[src/rtl/flash_status_pkg.sv]
package flash_status_pkg;
  // Bit positions of the status word; the host decodes these, so they are fixed.
  localparam int POLL_BIT = 7;
  localparam int TOG_BIT  = 6;
  localparam int ERR_BIT  = 5;
  localparam int VPP_BIT  = 3;
  localparam int STOG_BIT = 2;

  // Fault latch slots
  localparam int FLT_ERR = 0;
  localparam int FLT_VPP = 1;
  localparam int FLT_N   = 2;

  typedef enum logic [1:0] {
    MODE_IDLE   = 2'd0,
    MODE_STATUS = 2'd1,
    MODE_SUSRD  = 2'd2
  } rd_mode_e;
endpackage

[src/rtl/flash_edge_toggle.sv]
module flash_edge_toggle (
  input  logic clk,
  input  logic rst,
  input  logic clr,
  input  logic rise,
  input  logic en,
  output logic q
);
  always_ff @(posedge clk) begin
    if (rst || clr) q <= 1'b0;
    else if (rise && en) q <= ~q;
  end
endmodule

[src/rtl/flash_fault_latch.sv]
module flash_fault_latch #(
  parameter int N = 2
) (
  input  logic         clk,
  input  logic         rst,
  input  logic         clr,
  input  logic [N-1:0] set,
  output logic [N-1:0] q
);
  for (genvar i = 0; i < N; i++) begin : g_bit
    always_ff @(posedge clk) begin
      if (rst || clr) q[i] <= 1'b0;
      else if (set[i]) q[i] <= 1'b1;
    end
  end
endmodule

[src/rtl/flash_status_mux.sv]
module flash_status_mux
  import flash_status_pkg::*;
#(
  parameter int DATA_W = 16
) (
  input  rd_mode_e          mode,
  input  logic              op_erase,
  input  logic              wr_poll_bit,
  input  logic              tog,
  input  logic              stog,
  input  logic              err,
  input  logic              vpp,
  input  logic [DATA_W-1:0] array_data,
  output logic [DATA_W-1:0] word
);
  always_comb begin
    word = '0;
    unique case (mode)
      MODE_STATUS: begin
        word[POLL_BIT] = op_erase ? 1'b0 : ~wr_poll_bit;
        word[TOG_BIT]  = tog;
        word[ERR_BIT]  = err;
        word[VPP_BIT]  = vpp;
        word[STOG_BIT] = stog;
      end
      MODE_SUSRD: begin
        word[POLL_BIT] = 1'b1;
        word[STOG_BIT] = stog;
      end
      default: word = array_data;
    endcase
  end
endmodule

[src/rtl/flash_status_gen.sv]
module flash_status_gen
  import flash_status_pkg::*;
#(
  parameter int DATA_W = 16
) (
  input  logic              clk,
  input  logic              rst,
  input  logic              op_start,
  input  logic              busy,
  input  logic              op_erase,
  input  logic              wr_poll_bit,
  input  logic              susp,
  input  logic              sec_hit,
  input  logic              vpp_low,
  input  logic              tmo_err,
  input  logic              reset_cmd,
  input  logic              rd_stb,
  input  logic [DATA_W-1:0] array_data,
  output logic [DATA_W-1:0] rd_word
);
  logic              rd_q;
  logic              rd_rise;
  logic [FLT_N-1:0]  fault_set;
  logic [FLT_N-1:0]  fault_q;
  logic              err_q;
  logic              vpp_q;
  logic              tog_q;
  logic              stog_q;
  logic              stat_mode;
  logic              sus_read;
  rd_mode_e          mode;
  logic [DATA_W-1:0] word_d;

  always_ff @(posedge clk) begin
    if (rst) rd_q <= 1'b0;
    else     rd_q <= rd_stb;
  end
  assign rd_rise = rd_stb & ~rd_q;

  assign fault_set[FLT_ERR] = busy & tmo_err;
  assign fault_set[FLT_VPP] = busy & vpp_low;

  flash_fault_latch #(.N(FLT_N)) u_fault (
    .clk(clk), .rst(rst), .clr(reset_cmd), .set(fault_set), .q(fault_q)
  );
  assign err_q = fault_q[FLT_ERR];
  assign vpp_q = fault_q[FLT_VPP];

  assign stat_mode = busy | err_q | vpp_q;
  assign sus_read  = ~stat_mode & susp & sec_hit;

  always_comb begin
    if (stat_mode)     mode = MODE_STATUS;
    else if (sus_read) mode = MODE_SUSRD;
    else               mode = MODE_IDLE;
  end

  flash_edge_toggle u_tog (
    .clk(clk), .rst(rst), .clr(op_start), .rise(rd_rise), .en(stat_mode), .q(tog_q)
  );
  flash_edge_toggle u_stog (
    .clk(clk), .rst(rst), .clr(op_start), .rise(rd_rise), .en(sus_read), .q(stog_q)
  );

  flash_status_mux #(.DATA_W(DATA_W)) u_mux (
    .mode(mode), .op_erase(op_erase), .wr_poll_bit(wr_poll_bit),
    .tog(tog_q), .stog(stog_q), .err(err_q), .vpp(vpp_q),
    .array_data(array_data), .word(word_d)
  );

  always_ff @(posedge clk) begin
    if (rst) rd_word <= '0;
    else     rd_word <= word_d;
  end
endmodule

[config.mk]
export PLATFORM = sky130hd
export DESIGN_NAME = flash_status_gen
export DESIGN_NICKNAME = d
export VERILOG_FILES = /design/src/rtl/flash_status_pkg.sv /design/src/rtl/flash_edge_toggle.sv /design/src/rtl/flash_fault_latch.sv /design/src/rtl/flash_status_mux.sv /design/src/rtl/flash_status_gen.sv
export SDC_FILE = /design/constraint.sdc
export NUM_CORES = 1
export LEC_CHECK = 0
export BUFFER_PORTS_ARGS = -buffer_cell sky130_fd_sc_hd__buf_2
export CORE_ASPECT_RATIO = 1.25
export CORE_UTILIZATION = 35
export DETAILED_ROUTE_END_ITERATION = 12
export PLACE_DENSITY = 0.77
export SLEW_MARGIN = 30
export SYNTH_ARGS = -nofsm -noshare
export SYNTH_HDL_FRONTEND = slang
export SYNTH_SLANG_ARGS = --single-unit
export TNS_END_PERCENT = 50
[constraint.sdc]
create_clock -name clk -period 2.6 [get_ports clk]
set_input_delay 0.52 -clock clk [delete_from_list [all_inputs] [get_ports clk]]
set_output_delay 0.52 -clock clk [all_outputs]
set_load 0.1 [all_outputs]
* Word level (Yosys, flattened, before mapping)
Index checks and enable logic that the tools add are counted.
** Storage, ports and cells
- Input bits :: 28
- Register bits after elaboration :: 21
- Output and inout bits :: 16
- Word-level logic and storage cells :: 34
** Cells by class
- Reduce and logical (&&, ||, !) cells :: 6
- Eq/ne operators :: 2
- Multiplexer cells :: 7
- Bitwise logic cells :: 12
** Operators with widths (number)
- $and A1 B1 Y1 :: 5
- $not A1 Y1 :: 5
- $mux W2 :: 2
- $pmux W1 S2 :: 2
- $pmux W2 S2 :: 1
- $reduce_or A3 Y1 :: 1
- $eq A2 B1 Y1 const B :: 1
- $eq A2 B2 Y1 const B :: 1
- $logic_and A1 B1 Y1 :: 2
- $logic_or A1 B1 Y1 :: 2
- $mux W1 :: 2
- $or A1 B1 Y1 :: 2
- $reduce_or A2 Y1 :: 1

* Logic depth before layout (Yosys ltp)
- Depth in word-level cells :: 10
- Mapped depth :: 5
- Depth with buffers taken out :: 3

* Cells and area by module
A second synthesis with hierarchy kept.
** Second synthesis, totals
- Cell total of the unflattened synthesis :: 84
- Area total of the unflattened synthesis :: 868.3 sq um
** By module, submodules not included
- flash_status_gen :: cells each 42, instances 1, area each 503.0 sq um, seq. area each 340.3 sq um
- flash_status_mux :: cells each 28, instances 1, area each 207.7 sq um, seq. area each 0.0 sq um
- flash_edge_toggle :: cells each 4, instances 2, area each 50.0 sq um, seq. area each 20.0 sq um
- flash_fault_latch :: cells each 6, instances 1, area each 57.6 sq um, seq. area each 40.0 sq um

* Worst setup path after synthesis
No wires, ideal clock.
- Kind :: input to register
- Start point :: input busy
- End point :: register u_stog.q
- Required time :: 2.530 ns
- Arrival time :: 1.470 ns
- Setup slack :: 1.060 ns
- Library setup time :: 0.070 ns
- Buffers on the path :: 0
- Cell stages on the path :: 3
- Path through :: or3_4 > or4_1 > a21boi_1
** Between the ends
- Longest elaborated chain between the ends :: 6
** RTL lines
- start: declaration :: RTL line flash_status_gen.sv:9 : input logic busy,
- $or A1 B1 Y1 (2 in a row) :: RTL line flash_status_gen.sv:49 : assign stat_mode = busy | err_q | vpp_q;
- $not A1 Y1 :: RTL line flash_status_gen.sv:50 : assign sus_read = ~stat_mode & susp & sec_hit;
- $and A1 B1 Y1 (2 in a row) :: RTL line flash_status_gen.sv:50
- $logic_and A1 B1 Y1 :: RTL line flash_edge_toggle.sv:11 : else if (rise && en) q <= ~q;
- end signal: assignment :: RTL line flash_edge_toggle.sv:11
- end: declaration :: RTL line flash_edge_toggle.sv:7 : output logic q
Every way passes these cells.
A chain may end at the register's enable or synchronous reset.

* Worst setup path in the final report
- Start point :: register rd_word[0]
- End point :: output rd_word[0]
** RTL lines
- start: declaration :: RTL line flash_status_gen.sv:19 : output logic [DATA_W-1:0] rd_word
- start signal: assignment :: RTL line flash_status_gen.sv:73 : else rd_word <= word_d;
No word-level cell between the ends.

==> qor.csv <==
metric,value,unit
root_buffer,clkbuf_4,
syn-cell-area,682,um2
status,finished clean,
rsz0062_at_grt,false,
crit_type,reg2out,
vias,603,
fillers,174,
boundaryPins,44,
antenna_found_initial,0,
drive_gt1_share,45.9,%
synthTopCellsByArea,"dfxtp_1 (62%), and2_1 (10%), a21oi_1 (2.9%)",
finalWirelength,1210,um
ctsResizeCount,0,
first_global_vias,562,
wl_per_cell,9.44,um
maxCapViolations,0,
initialDrtViolationCount,1,
finalCriticalPeriod,1.56,ns
cts.sinks,21,
slowest_delay,0.42,ns
synth.distinct_cells,24,
syn2layout_area_growth,37.8,%
synth_cells,64,
crit_required,2.08,ns
clk_pin_slew,0.11,ns
nets,138,
min_path_type,in2reg,
synth_top_family_by_area,simple AND/OR/NAND/NOR gates,
drcViolationCount,0,
clock_latency,0.30,ns
ctsLongestPathBuffers,2,
grt_usage,12.3,%
cp-end-kind,primary output,
die_w,41.5,um
synth_fa_ha_area_share,0,%
ys_seq_elements,21,
worst_pin_slew,0.491,ns
dp_hpwl,1010,um
cts_buffers,3,
place_inst,124,
synth_ff_type,dfxtp_1,
synth_compound_area_share,11.2,%
worst_ep_arrival_time,1.04,ns
skew,0.00581,ns
slew_headroom,67.5,%
synth_most_common_cell,dfxtp_1,
power_density,664,mW/mm2
viasPerCell,4.71,
path_cells,buf_2,
portBuffers,43,
ys_warn_count,0,
critPathSlowestCell,buf_2,
placementRows,17,
cts_setup_buffers,0,
start_kind,flop,
core-area,0.00181,mm2
post-place-ws,0.872,ns
drv_slew,0,
setup_ws,1.04,ns
crit_family,buffers and inverters,
max_freq,0.639,GHz
synth_top_cell_by_area,dfxtp_1,
p_leak,0.472,nW
insertedDiodeCount,0,
cts_tree,yes,
seq_area_frac_synth,61.7,%
fin_area,940,um2
vdd_drop_max,354,uV
yosys.area_share.simple,25.5,%
grt_pass1_wl,2010,um
initial_core_util,37.7,%
synth_commonest_cells,"dfxtp_1 (21), and2_1 (11), a21oi_1 (4)",
final_cells,128,
yosysTopAreaCellShare,61.7,%
cts_hold_buf,0,
hold_violations,0,
min_period_over_period,60.2,%
synth_edf_count,0,
synth_xor_area_share,0,%
syn_avg_cell_area,10.7,um2
setup_viol,0,
path_buf_inv,1,
critPathMaxFanout,1,
htree_num_levels,1,
synth.area.mux_share,0,%
first_pass_iters,2,
syn_nets,92,
ant_nets,0,
die_area,0.00213,mm2
overflow,0,
tns,0,ns
place.gp.congestion,0.709,
grt_start_max_net_pins,14,
placed_area,913,um2
die_y,51.4,um
async_flop_share,0,%
state kept, by name, summed over array words and instances (netlist names):
register	count
rd_q	1
rd_word	16
u_fault.q	2
u_stog.q	1
u_tog.q	1
layer usage:
metal  track usage, %  vias up  routed length (um)
met2             22.9       31                 611
met1             11.0      263                 475
met3             5.30        2                 117
met5                0        -                   0
met4             6.45        0                   4
li1                 -      307                   -
cell type report:
class,instances,area (um2),share of cell area (%)
flip-flops and latches,21,420,44.7
multi-input cells,40,250,26.6
repair buffers,43,215,22.9
clock buffers,4,26.3,2.80
well taps,19,23.8,2.53
inverters,1,3.75,0.399
logic make-up after synthesis:
logic type / after synthesis
AOI/OAI and AO/OA: 11
buffers and inverters: 3
DFF: 21
and+or+nand+nor: 29
cells in the final DEF, fill, tap and decap left out:
master,n
and3_1,1
a21oi_1,4
nor2_1,3
o31ai_1,1
nand3_1,2
a21bo_2,1
or4_1,1
clkbuf_4,3
nor3b_1,1
or3_4,1
nor3_2,1
and2_1,11
o21ai_0,1
clkbuf_1,1
a21boi_1,1
buf_2,43
nor2b_1,1
nand2b_1,1
inv_1,1
nor3_1,3
nand2_1,2
or3_1,1
a22o_1,1
a22o_2,1
a21boi_0,1
dfxtp_1,21
worst paths after layout:
kind	from	end	slack (ns)	depth (start not counted)
max	rd_word[0]$_SDFF_PP0_	rd_word[0]	1.04	1
min	reset_cmd	u_fault.q[1]$_SDFFE_PP0P_	0.38	2
max reg2reg	u_fault.q[1]$_SDFFE_PP0P_	u_stog.q$_SDFFE_PP0P_	1.11	3
min reg2reg	u_tog.q$_SDFFE_PP0P_	rd_word[6]$_SDFF_PP0_	0.48	2
where the power goes:
group	switching (mW)	internal, mW
registers	0.00370	0.335
logic	0.101	0.0338
clock network	0.0913	0.0597
total	0.196	0.428
stage by stage:
| stage | hold slack [ns] | power, mW | util [%] |
|---|---|---|---|
| 6_report | 0.382 | 0.624 | 52.0 |
| 5_1_grt | 0.369 | 0.653 | 52.0 |
| 4_1_cts | 0.376 | 0.633 | 52.0 |
| 3_5_place_dp | 0.473 | 0.482 | 50.5 |
| 3_3_place_gp | 0.458 | 0.480 | 50.5 |
| 2_1_floorplan | 0.437 | 0.448 | - |
Note: power is estimated with default switching activity, not from simulation.
